==> config.mk <==
export PLATFORM = sky130hd
export DESIGN_NAME = sys_reset_ctl
export DESIGN_NICKNAME = d
export VERILOG_FILES = /design/src/rtl/sys_reset_ctl_pkg.sv /design/src/rtl/srst_decode.sv /design/src/rtl/srst_store.sv /design/src/rtl/srst_resp.sv /design/src/rtl/sys_reset_ctl.sv
export SDC_FILE = /design/constraint.sdc
export NUM_CORES = 1
export LEC_CHECK = 0
export ABC_AREA = 1
export ABC_CLOCK_PERIOD_IN_PS = 1150
export BUFFER_PORTS_ARGS = -buffer_cell sky130_fd_sc_hd__buf_2
export CORE_ASPECT_RATIO = 1.2
export CORE_MARGIN = 3
export CORE_UTILIZATION = 26
export DETAILED_ROUTE_END_ITERATION = 10
export MAX_ROUTING_LAYER = met4
export PLACE_DENSITY = 0.87
export REMOVE_ABC_BUFFERS = 1
export SYNTH_ARGS = -nofsm -noshare
export SYNTH_HDL_FRONTEND = slang
export SYNTH_SLANG_ARGS = --single-unit
==> constraint.sdc <==
create_clock -name clk -period 1.15 [get_ports clk]
set_input_delay 0.23 -clock clk [delete_from_list [all_inputs] [get_ports clk]]
set_output_delay 0.23 -clock clk [all_outputs]
set_load 0.05 [all_outputs]
==> src/rtl/sys_reset_ctl_pkg.sv <==
package sys_reset_ctl_pkg;

  typedef enum logic [0:0] {
    ACC_READ  = 1'b0,
    ACC_WRITE = 1'b1
  } acc_kind_e;

  function automatic logic [7:0] keep_kind_only(input logic [7:0] b, input int kind_pos);
    logic [7:0] r;
    r = 8'h00;
    r[kind_pos] = b[kind_pos];
    return r;
  endfunction

endpackage

==> src/rtl/srst_decode.sv <==
module srst_decode #(
  parameter int ADDR_W = 16,
  parameter int DATA_W = 32,
  parameter logic [ADDR_W-1:0] REG_ADDR = 16'h0CF9
) (
  input  logic                  req_valid,
  input  logic [ADDR_W-1:0]     req_addr,
  input  logic [DATA_W-1:0]     req_wdata,
  input  logic [DATA_W/8-1:0]   req_be,
  output logic                  hit,
  output logic [7:0]            wbyte
);
  localparam int LANES    = DATA_W / 8;
  localparam int LANE_IDX = int'(REG_ADDR) % LANES;

  assign wbyte = req_wdata[LANE_IDX*8 +: 8];

  generate
    if (LANES == 1) begin : g_narrow
      assign hit = req_valid && (req_addr == REG_ADDR) && req_be[0];
    end else begin : g_wide
      localparam int LB = $clog2(LANES);
      assign hit = req_valid
                && (req_addr[ADDR_W-1:LB] == REG_ADDR[ADDR_W-1:LB])
                && req_be[LANE_IDX];
    end
  endgenerate
endmodule

==> src/rtl/srst_store.sv <==
module srst_store #(
  parameter int TRIG_POS = 2,
  parameter int KIND_POS = 1
) (
  input  logic       clk,
  input  logic       rst_n,
  input  logic       wr_fire,
  input  logic [7:0] wbyte,
  output logic [7:0] stored,
  output logic       rst_req
);
  import sys_reset_ctl_pkg::*;

  always_ff @(posedge clk) begin
    if (!rst_n) begin
      stored  <= 8'h00;
      rst_req <= 1'b0;
    end else begin
      rst_req <= wr_fire && wbyte[TRIG_POS];
      if (wr_fire && !wbyte[TRIG_POS])
        stored <= keep_kind_only(wbyte, KIND_POS);
    end
  end

  assert_trig_pulse_R2: assert property (@(posedge clk) disable iff (!rst_n)
    (wr_fire && wbyte[TRIG_POS]) |=> rst_req);

  assert_trig_keeps_R3: assert property (@(posedge clk) disable iff (!rst_n)
    (wr_fire && wbyte[TRIG_POS]) |=> $stable(stored));

  assert_kind_only_R4: assert property (@(posedge clk) disable iff (!rst_n)
    (wr_fire && !wbyte[TRIG_POS]) |=> (stored[KIND_POS] == $past(wbyte[KIND_POS]))
                                       && ($countones(stored) <= 1));

  assert_no_spurious_R2: assert property (@(posedge clk) disable iff (!rst_n)
    !wr_fire |=> !rst_req);
endmodule

==> src/rtl/srst_resp.sv <==
module srst_resp #(
  parameter int DATA_W = 32
) (
  input  logic              clk,
  input  logic              rst_n,
  input  logic              accept,
  input  logic [DATA_W-1:0] load_data,
  input  logic              rsp_ready,
  output logic              rsp_valid,
  output logic [DATA_W-1:0] rsp_rdata,
  output logic              can_take
);
  assign can_take = !rsp_valid || rsp_ready;

  always_ff @(posedge clk) begin
    if (!rst_n) begin
      rsp_valid <= 1'b0;
      rsp_rdata <= '0;
    end else if (accept) begin
      rsp_valid <= 1'b1;
      rsp_rdata <= load_data;
    end else if (rsp_ready) begin
      rsp_valid <= 1'b0;
    end
  end

  assert_rsp_hold_R8: assert property (@(posedge clk) disable iff (!rst_n)
    (rsp_valid && !rsp_ready) |=> (rsp_valid && $stable(rsp_rdata)));

  assert_rsp_follows_R6: assert property (@(posedge clk) disable iff (!rst_n)
    accept |=> rsp_valid);
endmodule

==> src/rtl/sys_reset_ctl.sv <==
module sys_reset_ctl #(
  parameter int ADDR_W = 16,
  parameter int DATA_W = 32,
  parameter logic [ADDR_W-1:0] REG_ADDR = 16'h0CF9,
  parameter int TRIG_POS = 2,
  parameter int KIND_POS = 1
) (
  input  logic                clk,
  input  logic                rst_n,
  input  logic                req_valid,
  output logic                req_ready,
  input  logic [ADDR_W-1:0]   req_addr,
  input  logic                req_write,
  input  logic [DATA_W-1:0]   req_wdata,
  input  logic [DATA_W/8-1:0] req_be,
  output logic                rsp_valid,
  input  logic                rsp_ready,
  output logic [DATA_W-1:0]   rsp_rdata,
  output logic                rst_req
);
  import sys_reset_ctl_pkg::*;

  localparam int LANES    = DATA_W / 8;
  localparam int LANE_IDX = int'(REG_ADDR) % LANES;

  logic              hit;
  logic [7:0]        wbyte;
  logic [7:0]        stored;
  logic              can_take;
  logic              accept;
  logic              wr_fire;
  logic [DATA_W-1:0] load_data;

  srst_decode #(.ADDR_W(ADDR_W), .DATA_W(DATA_W), .REG_ADDR(REG_ADDR)) u_dec (
    .req_valid (req_valid),
    .req_addr  (req_addr),
    .req_wdata (req_wdata),
    .req_be    (req_be),
    .hit       (hit),
    .wbyte     (wbyte)
  );

  assign req_ready = hit && can_take;
  assign accept    = req_ready;
  assign wr_fire   = accept && (acc_kind_e'(req_write) == ACC_WRITE);

  always_comb begin
    load_data = '0;
    if (acc_kind_e'(req_write) == ACC_READ)
      load_data[LANE_IDX*8 +: 8] = stored;
  end

  srst_store #(.TRIG_POS(TRIG_POS), .KIND_POS(KIND_POS)) u_store (
    .clk     (clk),
    .rst_n   (rst_n),
    .wr_fire (wr_fire),
    .wbyte   (wbyte),
    .stored  (stored),
    .rst_req (rst_req)
  );

  srst_resp #(.DATA_W(DATA_W)) u_resp (
    .clk       (clk),
    .rst_n     (rst_n),
    .accept    (accept),
    .load_data (load_data),
    .rsp_ready (rsp_ready),
    .rsp_valid (rsp_valid),
    .rsp_rdata (rsp_rdata),
    .can_take  (can_take)
  );

  assert_claim_only_hit_R1: assert property (@(posedge clk) disable iff (!rst_n)
    !req_valid |-> !req_ready);

  assert_stall_blocks_R8: assert property (@(posedge clk) disable iff (!rst_n)
    (rsp_valid && !rsp_ready) |-> !req_ready);

  assert_wr_rsp_zero_R7: assert property (@(posedge clk) disable iff (!rst_n)
    (accept && req_write) |=> (rsp_rdata == '0));
endmodule

== Yosys cells after proc, flatten, opt, wreduce, memory -nomap -nowiden ==
Cells that the tools add are included.

* Equal/unequal tests: 1
* Mux-type cells: 3
* Reductions and logical operators: 10

{| class="wikitable"
|+ Operators with widths
! cell !! count
|-
| == test 14 x 10 -> 1 bit, second input constant || 1
|-
| logical AND 1 bit || 6
|-
| logical NOT 1 bit || 2
|-
| 2-to-1 mux 1 bit || 2
|-
| 2-to-1 mux 2 bit || 1
|-
| nonzero test 2 bit || 1
|-
| logical OR 1 bit || 1
|}

* Bits in registers: 11
* Bits of input ports: 57
* Output and inout bits: 35
* Logic and storage cells: 18

== Depth between registers and ports, before layout ==
* Word-level depth: 6
* Mapped depth: 9
* Depth with buffers taken out: 9

== Cells and area by module ==
From an unflattened synthesis, not the netlist that was laid out.

* Cells, all modules: 212
* Area total of the unflattened synthesis: 1,525.2 µm²

{| class="wikitable"
|+ Modules (own cells, without submodules)
! module !! times used !! cells each !! area an instance (µm²) !! sequential area each (µm²)
|-
| srst_resp || 1 || 143 || 1,156.1 || 660.6
|-
| srst_decode || 1 || 30 || 142.6 || 0.0
|-
| srst_store || 1 || 17 || 133.9 || 40.0
|-
| sys_reset_ctl || 1 || 22 || 92.6 || 0.0
|}

== Worst setup path after synthesis ==
Ideal clock, no wire load.

* Path kind: register -> register
* From: reg u_resp.rsp_valid
* To: reg u_resp.rsp_rdata[9]
* Setup time: 0.110 ns
* Arrival: 1.375 ns
* Data required time: 1.040 ns
* Path slack: -0.335 ns
* Cell stages (with the launch flop): 7
* Buffers on the path: 0
* Clock period less this slack: 1.485 ns
* Path through: dfxtp_1 > inv_1 > nor2_1 > nor2_2 > o21ai_0 > nand2_1 > nor2_1

* Longest elaborated chain between the ends: 3

{| class="wikitable"
|+ RTL lines
! what !! RTL line !! text
|-
| from (decl) || srst_resp.sv:9 || <nowiki>output logic rsp_valid,</nowiki>
|-
| from (signal assigned) || srst_resp.sv:17 || <nowiki>rsp_valid <= 1'b0;</nowiki>
|-
| from (signal assigned) || srst_resp.sv:20 || <nowiki>rsp_valid <= 1'b1;</nowiki>
|-
| from (signal assigned) || srst_resp.sv:23 || <nowiki>rsp_valid <= 1'b0;</nowiki>
|-
| logical NOT 1 bit || srst_resp.sv:13 || <nowiki>assign can_take = !rsp_valid || rsp_ready;</nowiki>
|-
| logical OR 1 bit || srst_resp.sv:13 ||
|-
| logical AND 1 bit || sys_reset_ctl.sv:43 || <nowiki>assign req_ready = hit && can_take;</nowiki>
|-
| net req_ready || sys_reset_ctl.sv:11 || <nowiki>output logic req_ready,</nowiki>
|-
| to (signal assigned) || srst_resp.sv:21 || <nowiki>rsp_rdata <= load_data;</nowiki>
|-
| to (decl) || srst_resp.sv:10 || <nowiki>output logic [DATA_W-1:0] rsp_rdata,</nowiki>
|}

The timed path passes the listed nets, and every way through them passes these cells.
A chain may end at the register's enable or synchronous reset.

== Worst setup path after layout ==
* From: in req_addr[12]
* To: out req_ready

* Longest elaborated chain between the ends: 4

{| class="wikitable"
|+ RTL lines
! what !! RTL line !! text
|-
| from (decl) || sys_reset_ctl.sv:12 || <nowiki>input logic [ADDR_W-1:0] req_addr,</nowiki>
|-
| == test 14 x 10 -> 1 bit || srst_decode.sv:24 || <nowiki>&& (req_addr[ADDR_W-1:LB] == REG_ADDR[ADDR_W-1:LB])</nowiki>
|-
| logical AND 1 bit || srst_decode.sv:24 ||
|-
| logical AND 1 bit || srst_decode.sv:25 || <nowiki>&& req_be[LANE_IDX];</nowiki>
|-
| logical AND 1 bit || sys_reset_ctl.sv:43 ||
|-
| to (decl) || sys_reset_ctl.sv:11 ||
|}

No other way between the ends.

==> metrics.md <==
| Metric | Value |
|---|---|
| CP startpoint kind | input pin |
| Area of placed instances | 558 um^2 |
| Fin area | 732 um^2 |
| Worst hold path depth | 3 |
| Total Wirelength | 992 um |
| WP data required | 0.92 ns |
| Synth Area in Compound Gates | 0.0341 |
| Yosys warns | 0 |
| Worst EP arrival | 0.95 ns |
| Diode count | 0 |
| CTS Root Cell | clkbuf_4 |
| PwrDens | 849 nW/um^2 |
| Die area | 2550 um^2 |
| Path category of the worst min-delay check | input pin to flip-flop |
| Die H | 54.7 um |
| Synthesized instance count | 79 |
| Final core utilization | 0.396 |
| Vias per cell | 3.59 |
| Final Hold Vio Count | 0 |
| Placed Cells | 124 |
| Synthesized area per cell | 6.51 um^2 |
| Crit path max fanout | 2 |
| Placeable Area | 1850 um^2 |
| # clock sinks | 4 |
| First-pass GRT wire length | 1.30 mm |
| GRT overflow | 0 |
| Synth Area in Adders | 0 |
| Placer Congestion | 0.609 |
| Initial antenna violation count | 0 |
| WS Path Type | input pin to output pin |
| DRT iter0 DRCs | 1 |
| NumNets Final | 173 |
| Post-synthesis xor/xnor area fraction | 0 |
| Row count | 17 |
| Post-synthesis register bit count | 4 |
| CTS Buf Count | 3 |
| Post-Synth Simple-Gate Area | 0.255 |
| # DRC | 0 |
| DR pass1 iterations | 2 |
| Routed len/inst | 7.46 um |
| Cts hold-fix bufs | 0 |
| Max Clock Freq | 844 MHz |
| Mux contribution to synthesized area | 0 |
| Post-Syn Area | 514 um^2 |
| CP endpoint kind | output pin |
| Largest net degree at the start of global routing | 4 |
| Vias in the first global route | 395 |
| Period utilization | 1.03 |
| Clock slew at reported path FFs | 0.04 ns |
| Status | finished, violations left |
| Post-route setup TNS | -0.0346 ns |
| PortBufs | 25 |
| Ports | 92 |
| Antenna Nets Post-Route | 0 |
| Max-Cap Viols | 0 |
| Dpl hpwl | 783 um |
| Worst-Skew Late Latency | 0.23 ns |
| Starting density of the core | 0.278 |
| Area growth, synth to finish | 42.3% |
| CTS H-Tree Depth | 1 |
| Die Width | 46.6 um |
| Main combinational cell family by area after synthesis | buffers and inverters |
| Final total power | 621 uW |
| Worst Hold Slack | 0.234 ns |
| Count of pins over their slew limit | 0 |
| CTS tree | done |
| Finish-stage setup viols | 1 |
| Synth cell types | 13 |
| Final min period | 1.18 ns |
| Via count | 478 |
| Seq/Total Area, Yosys | 0.156 |
| Reg2Reg Depth | 8 |
| Worst slack, placed | -0.148 ns |
| Maximum root-to-sink buffer count | 2 |
| Peak VDD IR | 0.000398 V |
| Setup WS post-layout | -0.0346 ns |
| Layout cells sized above 1 | 0.518 |
| Clock skew | 0.00137 ns |
| Failing checks | negative setup slack |
| Finished Layout Cells | 133 |
| Leakage | 0.424 nW |
| RSZ-0062 raised after global routing | yes |
| Total track usage | 0.0709 |
[what timing repair did]
item	in CTS	in global routing
gates resized for setup	21	12
pin swaps	8	10
setup endpoints to repair	1	2
endpoints found under the hold margin	0	0
buffers inserted	4	2
[critical path, stage by stage]
cell     delay (ns)
buf_2          0.10
inv_2          0.04
nand2_2        0.05
nor2_4         0.14
nand4_4        0.11
nor2_4         0.13
buf_8          0.15
[final cells by class]
cell class / count / area, um^2
Fill cell: 203 / 1120
Multi-Input combinational cell: 61 / 323
Timing Repair Buffer: 33 / 233
Sequential cell: 4 / 81.3
Inverter: 13 / 48.8
Tap cell: 19 / 23.8
Clock buffer: 3 / 22.5
[synth_stat cells (all sizes together)]
cell type  instances  area, um^2
o21bai             1        7.51
a21oi              1        5.00
nand2             14        52.6
nor3               1        10.0
inv               13        48.8
nand4              2        18.8
dfxtp              4        80.1
conb               1        3.75
nor2              10        50.1
buf               31         233
o21ai              1        5.00
[flip-flops by register name, indices dropped and copies added (netlist names)]
register	flops
u_resp.rsp_rdata	1
u_resp.rsp_valid	1
u_store.stored	1
u_store.rst_req	1
[logic make-up after synthesis]
kind of cell | count (synthesis)
buf+inv | 44
simple gates | 27
other cells | 1
compound gates | 3
flops | 4
[path summary, 6_finish.rpt]
check	start	end	slack (ns)
worst max-delay path	req_addr[12]	req_ready	-0.03
worst min-delay path	req_wdata[9]	u_store.stored[1]	0.23
worst max register to register	u_resp.rsp_valid	u_resp.rsp_rdata[9]	0.07
worst min register to register	u_store.stored[1]	u_store.stored[1]	0.55
[power by group]
part | internal, mW | switching [mW]
logic | 0.0532 | 0.260
registers | 0.140 | 0.000000863
clock network | 0.116 | 0.0521
[routing by layer]
| metal | vias up | track usage | share of wire |
|---|---|---|---|
| met1 | 205 | 0.0563 | 0.28 |
| met2 | 34 | 0.151 | 0.58 |
| li1 | 239 | - | - |
| met4 | 0 | 0.0284 | 0 |
| met3 | 0 | 0.00987 | 0.14 |
| met5 | - | - | 0 |
[cells in the final DEF (no fill, tap or decap), drive strengths merged]
master   n
clkbuf   3
o21ai    1
nand2   14
dfxtp    4
o21bai   1
nor2    10
inv     13
a21oi    1
nand4    2
buf     33
conb    31
nor3     1
Note: power is estimated with default switching activity, not from simulation.
